File: src/rtl/strobe_mem_pkg.sv
package strobe_mem_pkg;

  typedef enum logic [1:0] {
    PH_IDLE      = 2'd0,
    PH_ACCESS    = 2'd1,
    PH_PRECHARGE = 2'd2
  } phase_t;

  // Strobes from control to datapath
  typedef struct packed {
    logic latchReq;   // capture request and open a chip-enable strobe
    logic endAccess;  // close the strobe (and sample read data)
  } ctrlStrobe_t;

endpackage

File: src/rtl/strobe_mem_ctrl_fsm.sv
module strobe_mem_ctrl_fsm
  import strobe_mem_pkg::*;
#(
  parameter int ACCESS_CYC    = 24,
  parameter int PRECHARGE_CYC = 18
) (
  input  logic        clk,
  input  logic        rstN,
  input  logic        reqValid,
  input  logic        lowLimitHit,
  output logic        reqReady,
  output ctrlStrobe_t strobe
);

  localparam int MAX_PHASE = (ACCESS_CYC > PRECHARGE_CYC) ? ACCESS_CYC : PRECHARGE_CYC;
  localparam int CNT_W     = $clog2(MAX_PHASE + 1);
  localparam logic [CNT_W-1:0] ACC_LAST = CNT_W'(ACCESS_CYC - 1);
  localparam logic [CNT_W-1:0] PRE_LAST = CNT_W'(PRECHARGE_CYC - 1);

  phase_t           phase;
  logic [CNT_W-1:0] phaseCnt;
  logic             accessLast;
  logic             prechLast;
  logic             accept;

  always_comb begin
    accessLast = (phase == PH_ACCESS) && ((phaseCnt == ACC_LAST) || lowLimitHit);
    prechLast  = (phase == PH_PRECHARGE) && (phaseCnt == PRE_LAST);
    reqReady   = (phase == PH_IDLE) || prechLast;
    accept     = reqValid && reqReady;
    strobe.latchReq  = accept;
    strobe.endAccess = accessLast;
  end

  always_ff @(posedge clk) begin
    if (!rstN) begin
      phase    <= PH_IDLE;
      phaseCnt <= '0;
    end else begin
      unique case (phase)
        PH_IDLE: begin
          phaseCnt <= '0;
          if (accept) phase <= PH_ACCESS;
        end
        PH_ACCESS: begin
          if (accessLast) begin
            phase    <= PH_PRECHARGE;
            phaseCnt <= '0;
          end else begin
            phaseCnt <= phaseCnt + 1'b1;
          end
        end
        PH_PRECHARGE: begin
          if (prechLast) begin
            phase    <= accept ? PH_ACCESS : PH_IDLE;
            phaseCnt <= '0;
          end else begin
            phaseCnt <= phaseCnt + 1'b1;
          end
        end
        default: begin
          phase    <= PH_IDLE;
          phaseCnt <= '0;
        end
      endcase
    end
  end

endmodule

File: src/rtl/strobe_mem_ctrl_dp.sv
module strobe_mem_ctrl_dp
  import strobe_mem_pkg::*;
#(
  parameter int ADDR_W      = 13,
  parameter int DATA_W      = 8,
  parameter int MAX_LOW_CYC = 2000
) (
  input  logic              clk,
  input  logic              rstN,
  input  ctrlStrobe_t       strobe,
  input  logic              reqWrite,
  input  logic [ADDR_W-1:0] reqAddr,
  input  logic [DATA_W-1:0] reqWdata,
  input  logic [DATA_W-1:0] memDin,
  output logic              lowLimitHit,
  output logic              rspValid,
  output logic [DATA_W-1:0] rspRdata,
  output logic              memCeN,
  output logic              memOeN,
  output logic              memWeN,
  output logic [ADDR_W-1:0] memAddr,
  output logic [DATA_W-1:0] memDout,
  output logic              memDoutEn
);

  localparam int LOW_W = $clog2(MAX_LOW_CYC + 1);
  localparam logic [LOW_W-1:0] LOW_LAST = LOW_W'(MAX_LOW_CYC - 1);

  logic              ceLow;
  logic              isWrite;
  logic [ADDR_W-1:0] addrReg;
  logic [DATA_W-1:0] wdataReg;
  logic [DATA_W-1:0] rdataReg;
  logic              rspReg;
  logic [LOW_W-1:0]  lowCnt;

  always_ff @(posedge clk) begin
    if (!rstN) begin
      ceLow    <= 1'b0;
      isWrite  <= 1'b0;
      addrReg  <= '0;
      wdataReg <= '0;
      rdataReg <= '0;
      rspReg   <= 1'b0;
      lowCnt   <= '0;
    end else begin
      rspReg <= 1'b0;
      if (strobe.latchReq) begin
        ceLow    <= 1'b1;
        isWrite  <= reqWrite;
        addrReg  <= reqAddr;
        wdataReg <= reqWdata;
        lowCnt   <= '0;
      end else if (strobe.endAccess) begin
        ceLow <= 1'b0;
        if (!isWrite) begin
          rdataReg <= memDin;
          rspReg   <= 1'b1;
        end
      end else if (ceLow) begin
        lowCnt <= lowCnt + 1'b1;
      end
    end
  end

  always_comb begin
    lowLimitHit = ceLow && (lowCnt == LOW_LAST);
    memCeN      = ~ceLow;
    memOeN      = ~(ceLow && !isWrite);
    memWeN      = ~(ceLow && isWrite);
    memDoutEn   = ceLow && isWrite;
    memAddr     = addrReg;
    memDout     = wdataReg;
    rspValid    = rspReg;
    rspRdata    = rdataReg;
  end

endmodule

File: src/rtl/strobe_mem_ctrl.sv
module strobe_mem_ctrl
  import strobe_mem_pkg::*;
#(
  parameter int ADDR_W        = 13,
  parameter int DATA_W        = 8,
  parameter int ACCESS_CYC    = 24,
  parameter int PRECHARGE_CYC = 18,
  parameter int MAX_LOW_CYC   = 2000
) (
  input  logic              clk,
  input  logic              rstN,
  input  logic              reqValid,
  output logic              reqReady,
  input  logic              reqWrite,
  input  logic [ADDR_W-1:0] reqAddr,
  input  logic [DATA_W-1:0] reqWdata,
  output logic              rspValid,
  output logic [DATA_W-1:0] rspRdata,
  output logic              memCeN,
  output logic              memOeN,
  output logic              memWeN,
  output logic [ADDR_W-1:0] memAddr,
  output logic [DATA_W-1:0] memDout,
  output logic              memDoutEn,
  input  logic [DATA_W-1:0] memDin
);

  // Elaboration-time timing sanity
  if (ACCESS_CYC < 1 || PRECHARGE_CYC < 1) begin : g_badWindow
    $error("strobe_mem_ctrl: access and precharge windows must be at least one cycle");
  end
  if (ACCESS_CYC > MAX_LOW_CYC) begin : g_badLowLimit
    $error("strobe_mem_ctrl: ACCESS_CYC exceeds MAX_LOW_CYC");
  end

  ctrlStrobe_t strobe;
  logic        lowLimitHit;

  strobe_mem_ctrl_fsm #(
    .ACCESS_CYC   (ACCESS_CYC),
    .PRECHARGE_CYC(PRECHARGE_CYC)
  ) u_fsm (
    .clk        (clk),
    .rstN       (rstN),
    .reqValid   (reqValid),
    .lowLimitHit(lowLimitHit),
    .reqReady   (reqReady),
    .strobe     (strobe)
  );

  strobe_mem_ctrl_dp #(
    .ADDR_W     (ADDR_W),
    .DATA_W     (DATA_W),
    .MAX_LOW_CYC(MAX_LOW_CYC)
  ) u_dp (
    .clk        (clk),
    .rstN       (rstN),
    .strobe     (strobe),
    .reqWrite   (reqWrite),
    .reqAddr    (reqAddr),
    .reqWdata   (reqWdata),
    .memDin     (memDin),
    .lowLimitHit(lowLimitHit),
    .rspValid   (rspValid),
    .rspRdata   (rspRdata),
    .memCeN     (memCeN),
    .memOeN     (memOeN),
    .memWeN     (memWeN),
    .memAddr    (memAddr),
    .memDout    (memDout),
    .memDoutEn  (memDoutEn)
  );

endmodule

File: config.mk
export PLATFORM = sky130hd
export DESIGN_NAME = strobe_mem_ctrl
export DESIGN_NICKNAME = d
export VERILOG_FILES = /design/src/rtl/strobe_mem_pkg.sv /design/src/rtl/strobe_mem_ctrl_fsm.sv /design/src/rtl/strobe_mem_ctrl_dp.sv /design/src/rtl/strobe_mem_ctrl.sv
export SDC_FILE = /design/constraint.sdc
export NUM_CORES = 1
export LEC_CHECK = 0
export ABC_CLOCK_PERIOD_IN_PS = 2400
export BUFFER_PORTS_ARGS = -buffer_cell sky130_fd_sc_hd__buf_2
export CAP_MARGIN = 10
export CORE_MARGIN = 2
export CORE_UTILIZATION = 50
export CTS_BUF_LIST = sky130_fd_sc_hd__clkbuf_16
export DETAILED_ROUTE_END_ITERATION = 10
export MAX_ROUTING_LAYER = met4
export PLACE_DENSITY_LB_ADDON = 0.1
export SLEW_MARGIN = 30
export SYNTH_ARGS = -nofsm -noshare
export SYNTH_HDL_FRONTEND = slang
export SYNTH_SLANG_ARGS = --single-unit
export TNS_END_PERCENT = 1
File: constraint.sdc
create_clock -name clk -period 2.4 [get_ports clk]
set_input_delay 0.12 -clock clk [delete_from_list [all_inputs] [get_ports clk]]
set_output_delay 0.12 -clock clk [all_outputs]
set_load 0.01 [all_outputs]
==> impl_metrics.yaml <==
critical_path:
  crit_required_ns: 2.62
  critPathArrivalTime_ns: 2.27
  cp_max_fo: 13
  worstSetupPathType: "reg -> reg"
  worstSetupStartpointType: "flip-flop"
  crit_path_end_kind: "flip-flop"
yosys:
  synth_top_area_cell: "dfxtp_1"
  synth.top_cell.area_share_pct: 47.6
  syn-num-nets: 285
  synth.area.top_cells: "dfxtp_1, nand2_1, a21boi_0, ha_1, nand3_1"
  yosysUniqueCellTypes: 32
  ys_ff_latch: 50
  avgSynthCellArea_sq_um: 8.58
  synth-seq-area-share_pct: 47.6
  netlist_area_sq_um: 2100
  yosys_warnings: 0
  synthCells: 245
floorplanning:
  die_w_microns: 68.8
  initial_core_util_pct: 52.2
  pin_count: 68
  die_y_microns: 68.8
  core-area_sq_um: 4030
  rows: 23
  die-area_sq_um: 4740
layout:
  final_cell_area_sq_um: 2670
  mostFrequentLayoutCell: "buf_2"
  final_nets: 354
  syn_to_final_growth_pct: 26.8
  final_cell_mix: "buf_2, nand2_1, dfxtp_1"
  drive_gt1_share_pct: 26.3
  n_antenna_cell: 0
cts:
  cts_hold_buf: 0
  htreeDepth: 2
  clk_pin_slew_ns: 0.07
  cts.sinks: 50
  clock_path_buffers: 2
  cts_buffers: 5
  clkLatencyLatePin_ns: 0.29
  cts_tree: "done"
  clock-root-buffer: "clkbuf_16"
  post-cts-setup-buffer-count: 0
  ctsResizeCount: 0
detailed_routing:
  wl_per_cell_microns: 12.4
  vias: 1882
  drtPass1Iterations: 4
  vias_per_cell: 5.16
  first_iter_violations: 127
  routed_wl_mm: 4.53
  drc: 0
  ant_nets: 0
timing:
  fin_crit_ns: 2.06
  setup_slack_ns: 0.343
  fin_skew_ns: 0.00525
  fin_crit_sh_pct: 85.7
  hold_viol: 0
  slew_headroom_pct: 73.2
  tightest_slew_ns: 0.402
  hold_slack_ns: 0.0486
  max_freq_mhz: 486
  setup_tns_ns: 0
  setup_viol: 0
  slew_viol_final: 0
  rsz0062_at_grt: "no"
placement:
  gp_congestion: 0.784
  postPlaceCellArea_sq_um: 2500
  post-place-ws_ns: 0.383
  dpl.hpwl_mm: 3.18
  port_buffers: 67
min_path:
  hp-class: "in -> reg"
flow_run:
  max_cap_violations: 0
global_routing:
  grt_antenna_before_repair: 0
  grt.total_usage_pct: 21.0
  grt_max_degree: 47
  grt-ovfl-total: 0
  grt_pass1_wl_mm: 7.13
  grt_pass1_vias: 1597
power:
  power_mw: 2.12
  p_per_area_nw_per_um2: 794
  leakage_nw: 1.15
  ir_drop_v: 0.000473
run_status:
  status: "finished, final reports clean"
where the power goes:
part / total, mW / leakage (nW) / internal, mW / switching (mW)
logic: 0.396 / 0.658 / 0.150 / 0.246
registers: 0.930 / 0.407 / 0.892 / 0.0385
clock network: 0.791 / 0.0842 / 0.493 / 0.298
stage by stage:
stage          util, %  std cells
4_1_cts           66.2        365
6_report          66.2        365
5_1_grt           66.2        365
3_3_place_gp      62.0        357
3_5_place_dp      62.0        357
2_1_floorplan        -        245
per-layer routing:
layer | global-route usage, % | part of all wire [%] | vias up
li1 | - | - | 972
met1 | 26.0 | 46 | 840
met2 | 32.1 | 46 | 64
met3 | 6.82 | 6.5 | 6
met4 | 7.35 | 1.4 | 0
met5 | - | 0 | -
layout make-up:
type	count	area (sq um)
Clock buffer	5	125
Clock inverter	3	43.8
Tap cell	50	62.6
Timing Repair Buffer	74	388
Fill cell	370	1360
Sequential cell	50	1000
Multi-Input combinational cell	174	1010
Inverter	9	33.8
cells by family after synthesis:
logic type	Yosys count	synth area share, %
multiplexers	2	0.952
flip-flops	50	47.6
XOR/XNOR	7	2.92
adder cells (fa/ha/maj)	7	4.17
AND/OR/NAND/NOR	106	22.6
AO/OA/AOI/OAI	52	17.5
buffers and inverters	21	4.23
registers in the layout, summed over array words and instances (netlist names):
name	count
u_dp.rspValid	1
u_dp.memDout	8
u_dp.ceLow	1
u_dp.isWrite	1
u_dp.rspRdata	8
u_dp.lowCnt	11
u_dp.memAddr	13
u_fsm.phase	2
u_fsm.phaseCnt	5
critical path: stages, from the launching register on:
cell and delay, ns:
dfxtp_1 0.34, ha_1 0.25, nand3_1 0.16, o31a_1 0.30, o21ai_0 0.11, buf_4 0.18
or4_1 0.50, a21oi_1 0.15
worst paths after layout:
path | from | endpoint | slack (ns) | cells past startpoint
setup reg to reg | u_dp.lowCnt[0] | u_dp.lowCnt[7] | 0.34 | 7
hold / removal | memDin[0] | u_dp.rspRdata[0] | 0.05 | 3
setup / recovery | u_dp.lowCnt[0] | u_dp.lowCnt[7] | 0.34 | 7
hold reg to reg | u_dp.rspRdata[2] | u_dp.rspRdata[2] | 0.45 | 2
synth_stat cells:
cell type / instances
nand2_1: 63
dfxtp_1: 50
a21boi_0: 23
nand3_1: 14
nor2_1: 12
o21ai_0: 12
clkbuf_1: 9
inv_1: 9
ha_1: 7
a21oi_1: 6
xor2_1: 6
or4_1: 4
o2111ai_1: 3
or3_1: 3
buf_2: 2
mux2i_1: 2
nand4_1: 2
o211ai_1: 2
o22ai_1: 2
o31ai_1: 2
a2111oi_4: 1
and2_1: 1
buf_6: 1
nand3b_1: 1
nand4b_1: 1
nand4bb_1: 1
nor3_1: 1
nor4_1: 1
nor4bb_1: 1
o31a_1: 1
or2b_1: 1
xnor2_1: 1
(Power assumes the default switching activity.)
